--- src/rtl/sinc4_decimator.sv ---
module sinc4_decimator #(
  parameter int FAST_RATIO = 960,
  parameter int SLOW_RATIO = 7680,
  parameter int OUT_W      = 18
) (
  input  logic             clk,
  input  logic             rst_n,
  input  logic             speed,
  input  logic             sample_en,
  input  logic             mod_bit,
  output logic [OUT_W-1:0] result,
  output logic             result_valid,
  output logic             result_settled
);

  function automatic int floor_log2(longint v);
    int r = 0;
    while (v > 1) begin
      v = v >> 1;
      r++;
    end
    return r;
  endfunction

  localparam int     ACC_W   = 4 * $clog2(SLOW_RATIO + 1) + 1;
  localparam int     CNT_W   = $clog2(SLOW_RATIO);
  localparam longint FAST_P4 = longint'(FAST_RATIO) * FAST_RATIO * FAST_RATIO * FAST_RATIO;
  localparam longint SLOW_P4 = longint'(SLOW_RATIO) * SLOW_RATIO * SLOW_RATIO * SLOW_RATIO;
  localparam int     FAST_SH = floor_log2(FAST_P4) - (OUT_W - 1);
  localparam int     SLOW_SH = floor_log2(SLOW_P4) - (OUT_W - 1);
  localparam logic signed [ACC_W-1:0] TOP = ACC_W'((1 << (OUT_W - 1)) - 1);
  localparam logic signed [ACC_W-1:0] BOT = ~TOP;

  logic                    speed_q, dec_stb;
  logic [CNT_W-1:0]        cnt;
  logic [2:0]              nres;
  logic signed [ACC_W-1:0] integ [4];
  logic signed [ACC_W-1:0] dly   [4];
  logic signed [ACC_W-1:0] c1, c2, c3, c4, scaled, step_v;
  logic [CNT_W-1:0]        last_idx;
  logic [OUT_W-1:0]        clipped;
  logic                    rate_chg;

  assign rate_chg = (speed != speed_q);
  assign step_v   = mod_bit ? ACC_W'(1) : {ACC_W{1'b1}};
  assign last_idx = speed_q ? CNT_W'(FAST_RATIO - 1) : CNT_W'(SLOW_RATIO - 1);

  assign c1 = integ[3] - dly[0];
  assign c2 = c1 - dly[1];
  assign c3 = c2 - dly[2];
  assign c4 = c3 - dly[3];

  assign scaled  = speed_q ? (c4 >>> FAST_SH) : (c4 >>> SLOW_SH);
  assign clipped = (scaled > TOP) ? TOP[OUT_W-1:0] :
                   (scaled < BOT) ? BOT[OUT_W-1:0] : scaled[OUT_W-1:0];

  always_ff @(posedge clk or negedge rst_n) begin
    if (!rst_n) begin
      speed_q        <= 1'b0;
      cnt            <= '0;
      dec_stb        <= 1'b0;
      nres           <= '0;
      result         <= '0;
      result_valid   <= 1'b0;
      result_settled <= 1'b0;
      for (int i = 0; i < 4; i++) begin
        integ[i] <= '0;
        dly[i]   <= '0;
      end
    end else begin
      result_valid <= 1'b0;
      dec_stb      <= 1'b0;
      if (rate_chg) begin
        speed_q <= speed;
        cnt     <= '0;
        nres    <= '0;
        for (int i = 0; i < 4; i++) begin
          integ[i] <= '0;
          dly[i]   <= '0;
        end
      end else begin
        if (sample_en) begin
          integ[0] <= integ[0] + step_v;
          for (int i = 1; i < 4; i++) integ[i] <= integ[i] + integ[i-1];
          if (cnt == last_idx) begin
            cnt     <= '0;
            dec_stb <= 1'b1;
          end else begin
            cnt <= cnt + 1'b1;
          end
        end
        if (dec_stb) begin
          dly[0]         <= integ[3];
          dly[1]         <= c1;
          dly[2]         <= c2;
          dly[3]         <= c3;
          result         <= clipped;
          result_valid   <= 1'b1;
          result_settled <= (nres == 3'd4);
          if (nres != 3'd4) nres <= nres + 1'b1;
        end
      end
    end
  end

endmodule

--- config.mk ---
export PLATFORM = sky130hd
export DESIGN_NAME = sinc4_decimator
export DESIGN_NICKNAME = d
export VERILOG_FILES = /design/src/rtl/sinc4_decimator.sv
export SDC_FILE = /design/constraint.sdc
export NUM_CORES = 2
export LEC_CHECK = 0
export BUFFER_PORTS_ARGS = -buffer_cell sky130_fd_sc_hd__buf_2
export CORE_MARGIN = 2
export CORE_UTILIZATION = 50
export CTS_CLUSTER_DIAMETER = 200
export DETAILED_ROUTE_END_ITERATION = 10
export PLACE_DENSITY = 0.67
export SETUP_SLACK_MARGIN = 0.1
export SYNTH_ARGS = -nofsm -noshare
export SYNTH_HDL_FRONTEND = slang
export SYNTH_SLANG_ARGS = --single-unit
--- constraint.sdc ---
create_clock -name clk -period 9.6 [get_ports clk]
set_input_delay 1.92 -clock clk [delete_from_list [all_inputs] [get_ports clk]]
set_output_delay 1.92 -clock clk [all_outputs]
set_load 0.02 [all_outputs]
## Yosys cells after proc, flatten, opt, wreduce, memory -nomap -nowiden

Cells that the tools add are included.

| storage, ports and cells | value |
|---|---|
| register bits | 462 |
| output and inout port bits | 20 |

| cells by class | value |
|---|---|
| equal/unequal tests | 4 |
| multiplexer cells | 20 |
| reduce and logical (&&, ||, !) cells | 5 |
| $lt $le $gt $ge | 2 |
| add/sub/neg operators | 10 |
| bitwise logic cells | 1 |

Operator list:

| operator | count |
|---|---|
| 212-bit 2-to-1 mux | 4 |
| 53-bit adder | 4 |
| 53-bit subtractor | 4 |
| 53-bit 2-to-1 mux | 1 |
| 13-bit 2-to-1 mux | 4 |
| 18-bit 2-to-1 mux | 2 |
| 31-bit by 18-bit greater-than comparator with 1-bit output (second input constant) | 1 |
| 31-bit by 18-bit less-than comparator with 1-bit output (second input constant) | 1 |
| 30-bit 2-to-1 mux | 1 |
| 13-bit by 1-bit adder with 13-bit output (second input constant) | 1 |
| 13-bit == test | 1 |
| 3-bit 2-to-1 mux | 3 |
| 2-bit nonzero test | 3 |
| 1-bit 2-to-1 mux | 5 |
| 2-bit AND reduction | 2 |
| 3-bit by 1-bit adder with 3-bit output (second input constant) | 1 |
| 3-bit == test (second input constant) | 1 |
| 3-bit inequality test (second input constant) | 1 |
| 1-bit inequality test | 1 |
| 1-bit inverter | 1 |

## Longest topological paths before layout

| logic depth | value |
|---|---|
| word-level depth | 8 |
| gate-level depth with buffers | 54 |

## Worst setup path after synthesis

Ideal clock, no wire load.

| path | value |
|---|---|
| path kind | register to register |
| start | register integ[1] (netlist bit) |
| end | register result[10] |
| stages on the path, launching flop included | 50 |
| period minus slack after synthesis | 9.680 ns |
| buffers on the path | 2 |
| arrival | 9.550 ns |
| setup time | 0.130 ns |
| setup slack | -0.080 ns |
| cell sequence | dfrtp_1 ha_1 nor2b_1 o21a_1 o21ai_0 a211oi_1 or2_2 and2_1 a31oi_1 o21bai_1 a21oi_1 xnor2_1 ha_1 buf_2 nand4_1 nor2_1 nand3_1 a2111oi_0 [14 not listed] a21oi_1 o41ai_1 xnor2_1 ha_1 a21o_1 a21oi_1 o21bai_1 a211oi_1 o21ai_1 a21oi_1 o21a_1 a21oi_1 a311oi_1 xor2_1 xnor3_2 a22oi_4 buf_8 o211ai_2 |

| on the way | value |
|---|---|
| longest elaborated chain between the ends | 8 |
| elaborated cells between the ends (all ways) | 9 |
| those cells by class | add/sub: 4; order compare: 2; mux: 3 |

Ends and longest elaborated chain:

| element | RTL line | source |
|---|---|---|
| start: declaration | 37 | `logic signed [ACC_W-1:0] integ [4];` |
| 53-bit subtractor * | 48 | `assign c1 = integ[3] - dly[0];` |
| 53-bit subtractor * | 49 | `assign c2 = c1 - dly[1];` |
| 53-bit subtractor * | 50 | `assign c3 = c2 - dly[2];` |
| 53-bit subtractor * | 51 | `assign c4 = c3 - dly[3];` |
| 30-bit 2-to-1 mux | 53 | `assign scaled = speed_q ? (c4 >>> FAST_SH) : (c4 >>> SLOW_SH);` |
| 31-bit by 18-bit less-than comparator with 1-bit output | 55 | `(scaled < BOT) ? BOT[OUT_W-1:0] : scaled[OUT_W-1:0];` |
| 18-bit 2-to-1 mux | 55 |  |
| 18-bit 2-to-1 mux * | 54 | `assign clipped = (scaled > TOP) ? TOP[OUT_W-1:0] :` |
| end signal: assignment | 97 | `result <= clipped;` |
| end: declaration | 11 | `output logic [OUT_W-1:0] result,` |

Mark *: on every way between the ends. The rest lies on a longest branch, timed or not.
A chain may end at the register's enable or synchronous reset.

## Final worst setup path

| path | value |
|---|---|
| start | register integ[1] (netlist bit) |
| end | register result[2] |

The elaborated chain is that of the path after synthesis.

==> reports/metrics.cfg <==
[synth]
syn_area_sq_um=39900
yosysWarnings=0
synth_ff_type=dfrtp_1
yosys.area.top_type=dfrtp_1
synth_top_area_share_pct=29.0
netlist_instances=4705
synth.area.top_cells=dfrtp_1, ha_1, mux2i_1
async_flop_share_pct=100
seq_area_frac_synth_pct=29.0
ys_ff_latch=462
synth.distinct_cells=91
synth_edf_count=0
syn-num-nets=5134
avgSynthCellArea_sq_um=8.48

[final_layout]
area.sequential_sq_um=11600
n_fill_cell=6998
fin_cells=6018
final_nets=5353
area_growth_pct=13.9
n_antenna_cell=0
utilization_pct=57.5
multi_input_area_sq_um=27100
post_route_cells_drive_above_1_share_pct=11.4

[sta]
slew_headroom_pct=30.7
tightest_slew_ns=1.04
finalCriticalPeriod_ns=9.51
report.final.slew_viol_count=0
max_freq_ghz=0.105
fin_skew_ns=0.0261
period_share_pct=99.1
setup_viol=0
rsz0062_at_grt=yes
finalWorstSetupSlack_ns=0.0906
hold_viol_final=0

[worst_setup_path]
r2r_start=integ[1]
rr_endpoint=result[2]
worst-path-max-fanout=9
worstSetupPathType=flip-flop to flip-flop
crit_end=result[2]
cp.depth=52
r2r_setup_slack_ns=0.09
rr_worst_depth=52
critPathCaptureType=flip-flop
cp.buffers_inverters=5
crit_path_start=integ[1]
max_stage_delay_ns=0.40
arrival_ns=9.99
cp-start-kind=flip-flop
cp_top_family=compound AO/OA/AOI/OAI gates
cpMaxStageDelayCell=or3_4
worstPathRequired_ns=10.08

[floorplanning]
core_area_sq_um=79000
ios=25
dieArea_sq_um=82100
initial_core_util_pct=50.5
dieWidth_microns=286
die_y_microns=286
fp-row-count=103

[route]
via_per_inst=5.49
wirelength_microns=89700
drc=0
wl_per_cell_microns=14.9
drtPass1Iterations=5
drt_iter0_drc=1325
num_vias=33000
drtAntennaViolNets=0

[placement]
dp_slack_ns=-0.551
place_congestion=0.924
dp.cells=5889
io_buffers=24
dpl.hpwl_microns=66800

[job]
max_cap_violations=0

[global_route]
grt_first_pass_wirelength_microns=153000
antenna_found_initial=1
grt_max_degree=171
grt_pass1_vias=32300
grt_usage_pct=21.8
overflow=0

[clocking]
h-tree-depth=2
clk_pin_slew_ns=0.06
clock-root-buffer=clkbuf_16
hold_buffers=0
cts_tree=yes
clk_latency_ns=0.62
cts_buffers=55
ctsLongestPathBuffers=3
cts.sinks=462

[worst_hold_path]
min_path_type=flip-flop to flip-flop

[run_status]
status=finished clean

-- worst register-to-register path: cells and delay by family (launching register included) --
kind | cells | cell delay (ns)
compound gates | 28 | 4.59
flops | 1 | 0.39
fa+ha+maj | 4 | 1.20
xor+xnor | 5 | 0.99
buf+inv | 5 | 0.67
simple gates | 10 | 1.53
-- cell usage in the layout, fill, tap and decap left out, drive strengths merged, types with 19 or more instances in the layout --
| cell type | instances |
|---|---|
| o211ai | 49 |
| nor2 | 580 |
| a31oi | 50 |
| nand3 | 87 |
| nor2b | 52 |
| or3 | 28 |
| a21oi | 429 |
| o21bai | 59 |
| o21a | 61 |
| o21ai | 217 |
| mux2i | 297 |
| nand2 | 272 |
| and3 | 50 |
| xor2 | 115 |
| dfrtp | 462 |
| ha | 417 |
| a211o | 19 |
| and2 | 23 |
| nand4 | 51 |
| inv | 331 |
| nor3 | 40 |
| o31ai | 22 |
| a211oi | 60 |
| xnor2 | 242 |
| nand2b | 56 |
| a21o | 256 |
| buf | 310 |
| clkbuf | 75 |
-- repair_timing --
action	CTS	global route
setup endpoints to repair	18	18
gates cloned	1	0
pin swaps	72	82
buffers inserted	24	3
resized for setup	67	56
-- per-layer routing --
layer	up-vias	global-route usage [%]	part of all wire, %
met5	-	0	0
met1	15200	28.3	48
met4	0	6.87	3.2
li1	17300	-	-
met3	162	2.11	2.6
met2	377	38.1	47
-- cells by family after synthesis --
group | after synthesis | synth area share (%)
multiplexers | 300 | 7.54
AO/OA/AOI/OAI | 1363 | 22.3
adder cells (fa/ha/maj) | 424 | 13.4
XOR/XNOR | 358 | 7.91
AND/OR/NAND/NOR | 1319 | 15.3
flip-flops | 462 | 29.0
buffers and inverters | 479 | 4.56
-- cell type report --
class / count / area share (%)
clock buffer: 75 / 3.41
clock inverter: 26 / 0.738
inverter: 331 / 2.74
multi-input combinational: 3764 / 59.5
sequential: 462 / 25.4
tap: 1050 / 2.89
timing repair buffer: 310 / 5.23
-- worst min path at each step --
stage | startpoint | to | slack [ns] | cells past startpoint
3_5_place_dp | result[16] | result[16] | 0.48 | 2
3_3_place_gp | result[16] | result[16] | 0.48 | 2
4_1_cts | result[16] | result[16] | 0.49 | 2
6_report | result[16] | result[16] | 0.49 | 2
5_1_grt | result[16] | result[16] | 0.52 | 2
2_1_floorplan | cnt[11] | cnt[11] | 0.47 | 1
-- synthesized netlist by cell type, types with 8 or more instances --
cell type / instances
and2_1: 22
o311ai_0: 9
or2_2: 14
a21oi_1: 426
clkbuf_1: 114
ha_1: 417
nand4b_1: 9
xnor2_1: 241
o21bai_1: 59
o211ai_2: 12
a21o_1: 256
o22ai_1: 8
o31ai_1: 21
nand2b_1: 56
nor3b_1: 10
a31oi_1: 50
nand4_1: 51
a211o_1: 19
nor3_1: 40
buf_1: 28
nand3_1: 86
o21a_1: 61
mux2i_1: 297
a21boi_0: 15
nand3b_1: 9
xor2_1: 115
a221o_1: 10
nor2_1: 580
and3_1: 50
o211ai_1: 37
dfrtp_1: 462
a22o_1: 8
inv_1: 330
o31a_1: 8
or3_1: 28
o21ai_0: 210
a31o_2: 11
a211oi_1: 58
nand2_1: 272
nor2b_1: 52
-- registers in the layout, indices dropped and copies added (netlist names) --
signal / count
cnt: 13
dec_stb: 1
dly: 212
integ: 212
nres: 3
result: 18
result_settled: 1
result_valid: 1
speed_q: 1
-- metrics by stage --
stage | cell area, sq um | hold slack (ns) | TNS, ns
6_report | 45400 | 0.491 | 0
5_1_grt | 45400 | 0.519 | -8.42
4_1_cts | 45200 | 0.494 | 0
3_5_place_dp | 42800 | 0.477 | -9.32
3_3_place_gp | 42800 | 0.477 | -5.72
2_1_floorplan | 39900 | 0.468 | 0
Power is not shown: default switching activity piles up to over one toggle a cycle in this logic, so the estimate is an artifact.
